**src/rtl/cfgdec_pkg.sv**
```systemverilog
// Shared constants, state type and mask packing for the configuration
// command decoder. Assumes 64 channels in four groups of sixteen.
package cfgdec_pkg;
    localparam int FRAME_W = 68;
    localparam int HDR_W   = 10;
    localparam int ADDR_W  = 5;
    localparam int FUNC_W  = HDR_W - ADDR_W;
    localparam int N_CH    = 64;
    localparam int GROUP   = 16;
    localparam int N_GRP   = N_CH / GROUP;
    localparam int DAC_W   = 14;
    localparam int DHALF_W = DAC_W / 2;
    localparam int MODE_W  = 2;
    localparam int EADDR_W = 2;
    localparam int CNT_W   = $clog2(FRAME_W + 1);

    localparam logic [ADDR_W-1:0] BCAST = '1;

    localparam logic [FUNC_W-1:0] F_WR_TRG  = 5'h01;
    localparam logic [FUNC_W-1:0] F_WR_DAT  = 5'h02;
    localparam logic [FUNC_W-1:0] F_WR_CAL  = 5'h03;
    localparam logic [FUNC_W-1:0] F_WR_DAC  = 5'h04;
    localparam logic [FUNC_W-1:0] F_WR_MODE = 5'h05;
    localparam logic [FUNC_W-1:0] F_CAL     = 5'h08;
    localparam logic [FUNC_W-1:0] F_EVT     = 5'h09;
    localparam logic [FUNC_W-1:0] F_RD_TRG  = 5'h11;
    localparam logic [FUNC_W-1:0] F_RD_DAT  = 5'h12;
    localparam logic [FUNC_W-1:0] F_RD_CAL  = 5'h13;
    localparam logic [FUNC_W-1:0] F_RD_DAC  = 5'h14;
    localparam logic [FUNC_W-1:0] F_RD_MODE = 5'h15;

    typedef enum logic [1:0] {ST_IDLE, ST_HDR, ST_DAT, ST_RD} st_t;

    // Insert a forced 1 after each group of channels.
    function automatic logic [FRAME_W-1:0] pack_mask(input logic [N_CH-1:0] ch);
        logic [FRAME_W-1:0] f;
        f = '0;
        for (int g = 0; g < N_GRP; g++) begin
            f[g*(GROUP+1) +: GROUP] = ch[g*GROUP +: GROUP];
            f[g*(GROUP+1) + GROUP]  = 1'b1;
        end
        return f;
    endfunction

    // Drop the marker positions and keep the channel bits.
    function automatic logic [N_CH-1:0] unpack_mask(input logic [FRAME_W-1:0] f);
        logic [N_CH-1:0] ch;
        for (int g = 0; g < N_GRP; g++)
            ch[g*GROUP +: GROUP] = f[g*(GROUP+1) +: GROUP];
        return ch;
    endfunction
endpackage

```
**src/rtl/cfg_port_fsm.sv**
```systemverilog
// One serial command port: finds the start bit, shifts the header, collects
// the data field or streams a readback image. Writes leave as a one-cycle
// pulse carrying function and data. Assumes one bit per bit_en strobe.
// Acceptance (address match, port in charge) is decided at header end.
module cfg_port_fsm
    import cfgdec_pkg::*;
(
    input  logic                clk,
    input  logic                rst_n,
    input  logic                bit_en,
    input  logic                bit_in,
    input  logic [ADDR_W-1:0]   strap,
    input  logic                active,
    input  logic [FRAME_W-1:0]  rd_img,
    output logic [FUNC_W-1:0]   rd_func,
    output logic                bit_out,
    output logic                wr_valid,
    output logic [FUNC_W-1:0]   wr_func,
    output logic [FRAME_W-1:0]  wr_data,
    output logic                cal_go,
    output logic                evt_go,
    output logic [EADDR_W-1:0]  evt_addr
);
    st_t                st;
    logic [HDR_W-1:0]   hdr;
    logic [FRAME_W-1:0] sh;
    logic [FRAME_W-1:0] ro;
    logic [CNT_W-1:0]   cnt;
    logic [CNT_W-1:0]   last;
    logic [FUNC_W-1:0]  func_q;
    logic               take;

    logic [HDR_W-1:0]   hdr_n;
    logic [ADDR_W-1:0]  addr_n;
    logic [FUNC_W-1:0]  func_n;
    logic               ok_n;
    logic               is_wr;
    logic               is_rd;
    logic [FRAME_W-1:0] sh_n;

    // Header decode on the bit being shifted in now.
    always_comb begin
        hdr_n   = {hdr[HDR_W-2:0], bit_in};
        addr_n  = hdr_n[HDR_W-1 -: ADDR_W];
        func_n  = hdr_n[FUNC_W-1:0];
        ok_n    = ((addr_n == strap) || (addr_n == BCAST)) &&
                  (active || (func_n == F_WR_MODE));
        is_wr   = func_n inside {F_WR_TRG, F_WR_DAT, F_WR_CAL, F_WR_DAC, F_WR_MODE};
        is_rd   = func_n inside {F_RD_TRG, F_RD_DAT, F_RD_CAL, F_RD_DAC, F_RD_MODE};
        sh_n    = {sh[FRAME_W-2:0], bit_in};
        rd_func = func_n;
        bit_out = (st == ST_RD) ? ro[FRAME_W-1] : 1'b0;
    end

    // Frame state machine with registered command pulses.
    always_ff @(posedge clk) begin
        if (!rst_n) begin
            st <= ST_IDLE; hdr <= '0; sh <= '0; ro <= '0; cnt <= '0;
            last <= '0; func_q <= '0; take <= 1'b0;
            wr_valid <= 1'b0; wr_func <= '0; wr_data <= '0;
            cal_go <= 1'b0; evt_go <= 1'b0; evt_addr <= '0;
        end else begin
            wr_valid <= 1'b0;
            cal_go   <= 1'b0;
            evt_go   <= 1'b0;
            if (bit_en) begin
                case (st)
                    ST_IDLE: if (bit_in) begin
                        st  <= ST_HDR;
                        cnt <= '0;
                    end
                    ST_HDR: begin
                        hdr <= hdr_n;
                        cnt <= cnt + 1'b1;
                        if (cnt == CNT_W'(HDR_W-1)) begin
                            cnt    <= '0;
                            func_q <= func_n;
                            take   <= ok_n;
                            if (is_wr) begin
                                st <= ST_DAT; last <= CNT_W'(FRAME_W-1);
                            end else if (func_n == F_EVT) begin
                                st <= ST_DAT; last <= CNT_W'(EADDR_W-1);
                            end else if (is_rd && ok_n) begin
                                st <= ST_RD; ro <= rd_img;
                            end else begin
                                st     <= ST_IDLE;
                                cal_go <= ok_n && (func_n == F_CAL);
                            end
                        end
                    end
                    ST_DAT: begin
                        sh  <= sh_n;
                        cnt <= cnt + 1'b1;
                        if (cnt == last) begin
                            st <= ST_IDLE;
                            if (take && func_q == F_EVT) begin
                                evt_go   <= 1'b1;
                                evt_addr <= sh_n[EADDR_W-1:0];
                            end else if (take) begin
                                wr_valid <= 1'b1;
                                wr_func  <= func_q;
                                wr_data  <= sh_n;
                            end
                        end
                    end
                    default: begin
                        ro  <= {ro[FRAME_W-2:0], 1'b0};
                        cnt <= cnt + 1'b1;
                        if (cnt == CNT_W'(FRAME_W-1)) begin
                            st <= ST_IDLE; cnt <= '0;
                        end
                    end
                endcase
            end
        end
    end

    // Readback is entered only from a completed header.
    assert_rd_entry_R7: assert property (@(posedge clk) disable iff (!rst_n)
        (st == ST_RD && $past(st) != ST_RD) |-> ($past(st) == ST_HDR && $past(bit_en)));

    // Event request is a single-cycle pulse.
    assert_evt_pulse_R9: assert property (@(posedge clk) disable iff (!rst_n)
        evt_go |=> !evt_go);
endmodule

```
**src/rtl/cfg_regs.sv**
```systemverilog
// Configuration storage: three channel masks, DAC word and mode word,
// written from the two ports' write pulses. Assumes the ports already
// gated acceptance; on a same-cycle clash the left port wins.
module cfg_regs
    import cfgdec_pkg::*;
(
    input  logic                           clk,
    input  logic                           rst_n,
    input  logic [1:0]                     wr_valid,
    input  logic [1:0][FUNC_W-1:0]         wr_func,
    input  logic [1:0][FRAME_W-1:0]        wr_data,
    output logic [N_CH-1:0]                trig_q,
    output logic [N_CH-1:0]                data_q,
    output logic [N_CH-1:0]                cal_q,
    output logic [DAC_W-1:0]               dac_q,
    output logic [MODE_W-1:0]              mode_q
);
    // Apply accepted writes, right first so left overrides.
    always_ff @(posedge clk) begin
        if (!rst_n) begin
            trig_q <= '0; data_q <= '0; cal_q <= '0; dac_q <= '0; mode_q <= '0;
        end else begin
            for (int p = 1; p >= 0; p--) begin
                if (wr_valid[p]) begin
                    case (wr_func[p])
                        F_WR_TRG:  trig_q <= unpack_mask(wr_data[p]);
                        F_WR_DAT:  data_q <= unpack_mask(wr_data[p]);
                        F_WR_CAL:  cal_q  <= unpack_mask(wr_data[p]);
                        F_WR_DAC:  dac_q  <= wr_data[p][DAC_W-1:0];
                        F_WR_MODE: mode_q <= wr_data[p][MODE_W-1:0];
                        default: ;
                    endcase
                end
            end
        end
    end

    // Trigger mask only moves after a trigger mask write pulse.
    assert_trg_write_R3: assert property (@(posedge clk) disable iff (!rst_n)
        (trig_q != $past(trig_q)) |->
        $past((wr_valid[0] && wr_func[0] == F_WR_TRG) || (wr_valid[1] && wr_func[1] == F_WR_TRG)));

    // Mode word only moves after a mode write pulse from either port.
    assert_mode_src_R5: assert property (@(posedge clk) disable iff (!rst_n)
        (mode_q != $past(mode_q)) |->
        $past((wr_valid[0] && wr_func[0] == F_WR_MODE) || (wr_valid[1] && wr_func[1] == F_WR_MODE)));
endmodule

```
**src/rtl/cal_timer.sv**
```systemverilog
// Calibration step timer: a go pulse raises the strobe on the next cycle
// for CAL_LEN cycles; a go during the strobe restarts the full length.
module cal_timer #(
    parameter int CAL_LEN = 512
) (
    input  logic clk,
    input  logic rst_n,
    input  logic go,
    output logic strobe
);
    localparam int TW = $clog2(CAL_LEN);
    logic [TW-1:0] left_q;

    // Count down the remaining strobe cycles.
    always_ff @(posedge clk) begin
        if (!rst_n) begin
            strobe <= 1'b0; left_q <= '0;
        end else if (go) begin
            strobe <= 1'b1; left_q <= TW'(CAL_LEN-1);
        end else if (strobe) begin
            if (left_q == '0) strobe <= 1'b0;
            else              left_q <= left_q - 1'b1;
        end
    end

    // Strobe starts only from a calibrate request.
    assert_cal_start_R8: assert property (@(posedge clk) disable iff (!rst_n)
        $rose(strobe) |-> $past(go));
endmodule

```
**src/rtl/cfg_cmd_decoder.sv**
```systemverilog
// Top: two redundant serial command ports sharing one set of configuration
// registers. The mode word picks the port in charge; each port builds its
// readback image from the stored registers. Single core clock assumed.
module cfg_cmd_decoder
    import cfgdec_pkg::*;
#(
    parameter int CAL_LEN = 512
) (
    input  logic                clk,
    input  logic                rst_n,
    input  logic [ADDR_W-1:0]   chip_addr,
    input  logic                l_bit_en,
    input  logic                l_bit_in,
    output logic                l_bit_out,
    input  logic                r_bit_en,
    input  logic                r_bit_in,
    output logic                r_bit_out,
    output logic [N_CH-1:0]     trig_mask,
    output logic [N_CH-1:0]     data_mask,
    output logic [N_CH-1:0]     cal_mask,
    output logic [DHALF_W-1:0]  thr_dac,
    output logic [DHALF_W-1:0]  cal_dac,
    output logic                deaf,
    output logic                sel_right,
    output logic                cal_strobe,
    output logic                evt_valid,
    output logic [EADDR_W-1:0]  evt_addr
);
    logic [1:0]                  en, din, dout, act, wv, cg, eg;
    logic [1:0][FUNC_W-1:0]      rfunc, wf;
    logic [1:0][FRAME_W-1:0]     img, wd;
    logic [1:0][EADDR_W-1:0]     ea;
    logic [DAC_W-1:0]            dac_q;
    logic [MODE_W-1:0]           mode_q;

    assign en  = {r_bit_en, l_bit_en};
    assign din = {r_bit_in, l_bit_in};
    assign act = {sel_right, !sel_right};
    assign l_bit_out = dout[0];
    assign r_bit_out = dout[1];

    for (genvar p = 0; p < 2; p++) begin : g_port
        // Select the readback image for the header now being decoded.
        always_comb begin
            case (rfunc[p])
                F_RD_TRG:  img[p] = pack_mask(trig_mask);
                F_RD_DAT:  img[p] = pack_mask(data_mask);
                F_RD_CAL:  img[p] = pack_mask(cal_mask);
                F_RD_DAC:  img[p] = {dac_q, {(FRAME_W-DAC_W){1'b0}}};
                F_RD_MODE: img[p] = {mode_q, {(FRAME_W-MODE_W){1'b0}}};
                default:   img[p] = '0;
            endcase
        end

        cfg_port_fsm u_port (
            .clk(clk), .rst_n(rst_n), .bit_en(en[p]), .bit_in(din[p]),
            .strap(chip_addr), .active(act[p]), .rd_img(img[p]),
            .rd_func(rfunc[p]), .bit_out(dout[p]), .wr_valid(wv[p]),
            .wr_func(wf[p]), .wr_data(wd[p]), .cal_go(cg[p]),
            .evt_go(eg[p]), .evt_addr(ea[p])
        );
    end

    cfg_regs u_regs (
        .clk(clk), .rst_n(rst_n), .wr_valid(wv), .wr_func(wf), .wr_data(wd),
        .trig_q(trig_mask), .data_q(data_mask), .cal_q(cal_mask),
        .dac_q(dac_q), .mode_q(mode_q)
    );

    cal_timer #(.CAL_LEN(CAL_LEN)) u_cal (
        .clk(clk), .rst_n(rst_n), .go(|cg), .strobe(cal_strobe)
    );

    assign thr_dac   = dac_q[DAC_W-1 -: DHALF_W];
    assign cal_dac   = dac_q[DHALF_W-1:0];
    assign sel_right = mode_q[1];
    assign deaf      = mode_q[0];
    assign evt_valid = |eg;
    assign evt_addr  = eg[0] ? ea[0] : ea[1];

    // A port not in charge never raises a non-mode write.
    assert_inactive_quiet_R6: assert property (@(posedge clk) disable iff (!rst_n)
        (wv[1] && wf[1] != F_WR_MODE) |-> $past(sel_right, 1) || $past(sel_right, 2) || sel_right);
endmodule

```
**config.mk**
```make
export PLATFORM = sky130hd
export DESIGN_NAME = cfg_cmd_decoder
export DESIGN_NICKNAME = d
export VERILOG_FILES = /design/src/rtl/cfgdec_pkg.sv /design/src/rtl/cfg_port_fsm.sv /design/src/rtl/cfg_regs.sv /design/src/rtl/cal_timer.sv /design/src/rtl/cfg_cmd_decoder.sv
export SDC_FILE = /design/constraint.sdc
export NUM_CORES = 2
export LEC_CHECK = 0
export BUFFER_PORTS_ARGS = -buffer_cell sky130_fd_sc_hd__buf_2
export CORE_MARGIN = 2
export CORE_UTILIZATION = 60
export CTS_BUF_LIST = sky130_fd_sc_hd__clkbuf_4 sky130_fd_sc_hd__clkbuf_8
export DETAILED_ROUTE_END_ITERATION = 12
export GPL_TIMING_DRIVEN = 0
export PLACE_DENSITY = 0.84
export SLEW_MARGIN = 20
export SYNTH_ARGS = -nofsm -noshare
export SYNTH_HDL_FRONTEND = slang
export SYNTH_SLANG_ARGS = --single-unit
```
**constraint.sdc**
```tcl
create_clock -name clk -period 3.5 [get_ports clk]
set_input_delay 0.7 -clock clk [delete_from_list [all_inputs] [get_ports clk]]
set_output_delay 0.7 -clock clk [all_outputs]
set_load 0.01 [all_outputs]
```
# Word level (Yosys, flattened, before mapping)
# Index checks and enable logic that the tools add are counted.
[word_totals] reg_bits=702 out_inout_bits=214
[classes] reduce_logical=54 muxes=73 eq_ne=65 addsub=3 bitwise_logic=15
[ops] cell="64-bit 2-to-1 mux" n=12
[ops] cell="68-bit case mux with 5 select lines" n=2
[ops] cell="68-bit 2-to-1 mux" n=8
[ops] cell="68-bit case mux with 2 select lines" n=2
[ops] cell="7-bit 2-to-1 mux" n=10
[ops] cell="5-bit == test, second input constant" n=12
[ops] cell="14-bit 2-to-1 mux" n=4
[ops] cell="7-bit case mux with 3 select lines" n=2
[ops] cell="5-bit by 2-bit == test with 1-bit output, second input constant" n=8
[ops] cell="5-bit by 3-bit == test with 1-bit output, second input constant" n=8
[ops] cell="2-bit 2-to-1 mux" n=19
[ops] cell="5-bit by 4-bit == test with 1-bit output, second input constant" n=6
[ops] cell="9-bit 2-to-1 mux" n=3
[ops] cell="4-bit AND reduction" n=6
[ops] cell="5-bit by 1-bit == test with 1-bit output, second input constant" n=4
[ops] cell="5-bit AND reduction" n=4
[ops] cell="5-bit nonzero test" n=4
[ops] cell="1-bit NOT" n=15
[ops] cell="7-bit by 1-bit adder with 7-bit output, second input constant" n=2
[ops] cell="7-bit by 4-bit == test with 1-bit output, second input constant" n=2
[ops] cell="7-bit == test" n=2
[ops] cell="7-bit == test, second input constant" n=2
[ops] cell="2-bit by 1-bit != test with 1-bit output, second input constant" n=7
[ops] cell="2-bit AND reduction" n=7
[ops] cell="19 further kinds" n=59

# Logic depth before layout (Yosys ltp)
[depth] depth_word=9 depth_mapped=9 depth_no_buf=7

# Modules after synthesis
# Synthesis repeated with hierarchy kept, for this count alone.
[unflattened] cells_unflattened=4041 area_unflattened_um2=33945.1
[modules_own_cells] mod="cfg_port_fsm (g_port[0].u_port)" instances=1 seq_area_each_um2=4784.6 cells_per_inst=1173 area_each_um2=10676.5
[modules_own_cells] mod="cfg_regs" instances=1 seq_area_each_um2=4164.0 cells_per_inst=1254 area_each_um2=10131.0
[modules_own_cells] mod="cfg_port_fsm (g_port[1].u_port)" instances=1 seq_area_each_um2=4784.6 cells_per_inst=1098 area_each_um2=10069.7
[modules_own_cells] mod="cfg_cmd_decoder" instances=1 seq_area_each_um2=0.0 cells_per_inst=463 area_each_um2=2546.2
[modules_own_cells] mod="cal_timer" instances=1 seq_area_each_um2=200.2 cells_per_inst=53 area_each_um2=521.8

# Least setup slack after synthesis
# Ideal clock, no wire load.
[synth_path] path_kind="in2reg" from="input r_bit_en" to="register g_port[1].u_port.wr_data[42]" t_required_ps=3430 slack_ps=1176 arrival_time_ps=2254 path_buffers=3 path_stages=8 path_cell_list="clkbuf_1 -> nor2b_1 -> nand2_1 -> nor3_1 -> buf_2 -> buf_2 -> nand2_1 -> a21oi_1"
[synth_between] elab_chain_len=1
[synth_rtl] item="start: declaration" line="cfg_cmd_decoder.sv:15" source="input logic r_bit_en,"
[synth_rtl] item="5-bit AND reduction (no source line)"
[synth_rtl] item="end signal: assignment" line="cfg_port_fsm.sv:102" source="wr_data <= sh_n;"
[synth_rtl] item="end: declaration" line="cfg_port_fsm.sv:19" source="output logic [FRAME_W-1:0] wr_data,"
# No other way between the ends.
# A chain may end at the register's enable or synchronous reset.

# Worst setup path in the final report
[layout_path] from="register g_port[1].u_port.hdr[1]" to="register g_port[1].u_port.ro[29]"
[layout_between] elab_chain_len=7 elab_cells_between_ends=26 cone_classes="eq/ne (14); mux (6); reduce/logical (6)"
[layout_rtl] item="start: declaration" line="cfg_port_fsm.sv:25" source="logic [HDR_W-1:0] hdr;"
[layout_rtl] item="start signal: assignment" line="cfg_port_fsm.sv:73" source="hdr <= hdr_n;"
[layout_rtl] item="5-bit == test" line="cfg_port_fsm.sv:49, cfg_cmd_decoder.sv:45"
[layout_rtl] item="68-bit case mux with 5 select lines" line="cfg_cmd_decoder.sv:45" source="case (rfunc[p])"
[layout_rtl] item="68-bit 2-to-1 mux" line="cfg_port_fsm.sv:83" source="end else if (is_rd && ok_n) begin"
[layout_rtl] item="68-bit 2-to-1 mux" line="cfg_port_fsm.sv:81" source="end else if (func_n == F_EVT) begin"
[layout_rtl] item="68-bit 2-to-1 mux" line="cfg_port_fsm.sv:79" source="if (is_wr) begin"
[layout_rtl] item="68-bit 2-to-1 mux" line="cfg_port_fsm.sv:75" source="if (cnt == CNT_W'(HDR_W-1)) begin"
[layout_rtl] item="68-bit case mux with 2 select lines" line="cfg_port_fsm.sv:67" source="case (st)"
[layout_rtl] item="end signal: assignment" line="cfg_port_fsm.sv:107" source="ro <= {ro[FRAME_W-2:0], 1'b0};"
[layout_rtl] item="end: declaration" line="cfg_port_fsm.sv:27" source="logic [FRAME_W-1:0] ro;"
# Several ways; a longest one is shown, not always the timed one. The select of a mux whose other input is x is not followed.

==> summary.md <==
| Metric | Value |
|---|---|
| Fill count | 3866 |
| Final period util | 101% |
| Post-synth EDFFs | 0 |
| Total Routing Usage GR | between 30% and 40% |
| Predominant post-synthesis flop cell | dfxtp_1 |
| CTS tree | done |
| Clk buf depth | 3 |
| DRT antenna net count | 0 |
| CTS Hold Bufs | 0 |
| Layout cell share with drive strength beyond 1 | about an eighth |
| Max-Cap Viols | 0 |
| Final Hold Vio Count | 0 |
| Crit path launch type | register |
| H-Tree Depth | 3 |
| Ys async rst share | 0% |
| Clock skew | roughly 55 ps |
| Vias in the first global route | between 20k and 30k |
| WL per Instance | 22.4 µm |
| Failing checks | negative setup slack |
| Commonest non-fill, non-tap cell in the layout | nand2_1 |
| Overflow after GRT | 0 |
| Worst Path Max Fanout | 10 |
| Pwr/cell area | approximately 460 mW/mm² |
| Cts repair resizes | 1 |
| Die height | roughly 230 µm |
| CP required | 4140 ps |
| Seq/Total Area, Yosys | 45.1% |
| Drt first pass iters | 9 |
| Peak VDD IR | ~360 µV |
| Die extent in x | between 200 and 250 µm |
| Final core occ | about 70% |
| Site Rows | between 80 and 90 |
| Final setup viols | 1 |
| Initial antenna violation count | 2 |
| Net Count, Synth | about 3.6k |
| First-pass GRT wire length | around 160000 µm |
| Pre-CTS WS | -106 ps |
| Initial core utilization | 60.7% |
| DRC errors left | 0 |
| Worst-margin pin slew | 1310 ps |
| Max Slew Vio Count | 0 |
| Largest net degree at the start of global routing | 15 |
| Yosys warns | 0 |
| Cell taking the most area after synthesis | dfxtp_1 |
| Setup TNS Final | -24.6 ps |
| Register bit total from synthesis | around 700 |
| Crit path kind | register to register |
| CORE AREA | 0.0502 mm² |
| RSZ-0062 raised after global routing | no |
| Sink Count | 686 |
| Mean number of vias per cell | between 6 and 7 |
| Syn avg cell area | roughly 8.5 µm² |
| I/O Buffers | between 200 and 250 |
| Distinct cell type count after synthesis | 68 |
| Outcome | finished with violations |
| # IOs | between 200 and 250 |
| Worst setup margin | -24.6 ps |
| FMAX | approximately 0.28 GHz |
| Hpwl dp | roughly 75000 µm |
| Layout area overhead | 14.9% |
| Root Buffer | clkbuf_8 |
| Rel. slew slack | between 10% and 20% |
| Clock Latency Late Sink | 740 ps |
| Most frequent cells in the layout | nand2_1, dfxtp_1, nor2_1, mux2i_1, a21oi_1 |
| Arr. time, crit path | ~4200 ps |
| GPL Wtd Cong | ~1 |
| HP Class | register to register |
| Routed Wire Length | 105000 µm |
| CP endpoint kind | register |
| Synth top area cells | dfxtp_1, mux2i_1, nand2_1 |
| Die Footprint | approximately 0.053 mm² |
| Final min period | 3520 ps |
| Post-synth top area share | a little under half |
| Setup bufs post-CTS | 0 |
| Iteration-0 DRC Markers | roughly 3.9k |
| Routed via count | roughly 30k |
| Final nets | 3951 |
| Mapped Cells | around 3.6k |
| Clock transition at path regs | approximately 60 ps |
| TritonCTS buffer count | roughly 110 |
| Leak | roughly 0.015 µW |
| Mapped Area | roughly 0.030 mm² |
[metrics by stage]
stage | total power [µW] | hold WS, ps | std cells | area, µm²
2_1_floorplan | 8430 | 432 | 3597 | 30400
3_3_place_gp | 8660 | 437 | 4491 | 32400
3_5_place_dp | 8670 | 446 | 4496 | 32500
4_1_cts | 16100 | 450 | 4699 | 35000
5_1_grt | 16500 | 469 | 4699 | 35000
6_report | 16200 | 442 | 4701 | 35000
[critical path: stages, from the launching register on]
cell and delay [ps]:
dfxtp_1 320, clkbuf_1 230, nor2_1 530, and2_1 220, buf_1 880, clkbuf_1 500, a222oi_1 250, a211o_1 360
mux2i_1 130
[registers in the layout, indices dropped and copies added (netlist names), 14 cells and up]
| signal | flops |
|---|---|
| g_port.u_port.hdr | 18 |
| g_port.u_port.ro | 136 |
| u_regs.dac_q | 14 |
| u_regs.trig_q | 64 |
| u_regs.cal_q | 64 |
| g_port.u_port.sh | 132 |
| g_port.u_port.wr_data | 128 |
| g_port.u_port.cnt | 14 |
| u_regs.data_q | 64 |
[power by group]
group	switching (µW)	internal, µW	total, µW
registers	4.65	7810	7820
logic	538	184	722
clock network	3310	4310	7630
total	3860	12300	16200
[synthesized netlist by cell type (all sizes together), types with 50 or more instances]
library cell and instances:
nand2 785, dfxtp 686, nor2 385, mux2i 367, a21oi 297, clkbuf 250
a211oi 209, a211o 104, buf 74, a222oi 64, nand3 57, a221oi 50
[cell families (layout without fill, tap and decap cells)]
logic type | Yosys count | count (layout) | share of synthesized area, %
compound gates | 819 | 819 | 19.0
xor+xnor | 30 | 30 | 0.863
fa+ha+maj | 5 | 5 | 0.205
buf+inv | 336 | 766 | 4.47
flops | 686 | 686 | 45.1
mux | 370 | 370 | 12.2
other cells | 0 | 2 | 0
simple gates | 1351 | 1351 | 18.2
[metal layers]
layer | wire length, µm | share of wire (%) | track usage [%] | vias up
li1 | - | - | - | 13400
met1 | 40300 | 38 | 49.5 | 14100
met2 | 44300 | 42 | 58.2 | 2011
met3 | 13700 | 13 | 10.3 | 427
met4 | 6960 | 6.6 | 23.8 | 2
met5 | 13 | 0.012 | 0 | -
[final timing paths]
kind | start | end | slack (ps) | depth (start not counted)
max | g_port[1].u_port.hdr[1]$_SDFFE_PN0P_ | g_port[1].u_port.ro[29]$_SDFFE_PN0P_ | -20 | 8
min | g_port[0].u_port.sh[39]$_SDFFE_PN0P_ | g_port[0].u_port.sh[40]$_SDFFE_PN0P_ | 440 | 2
max reg2reg | g_port[1].u_port.hdr[1]$_SDFFE_PN0P_ | g_port[1].u_port.ro[29]$_SDFFE_PN0P_ | -20 | 8
min reg2reg | g_port[0].u_port.sh[39]$_SDFFE_PN0P_ | g_port[0].u_port.sh[40]$_SDFFE_PN0P_ | 440 | 2
[cell type report]
type / count / area [µm²] / area share, %
plain buffers: 324 / 1320 / 3.78
clock buffers: 179 / 2270 / 6.49
repair buffers: 227 / 1150 / 3.30
well taps: 672 / 841 / 2.40
multi-input cells: 2575 / 15400 / 44.0
clock inverters: 24 / 209 / 0.597
flip-flops and latches: 686 / 13700 / 39.3
diodes: 2 / 5.00 / 0.0143
inverters: 12 / 45.0 / 0.129
No activity file was read; power rests on OpenSTA's default activity.
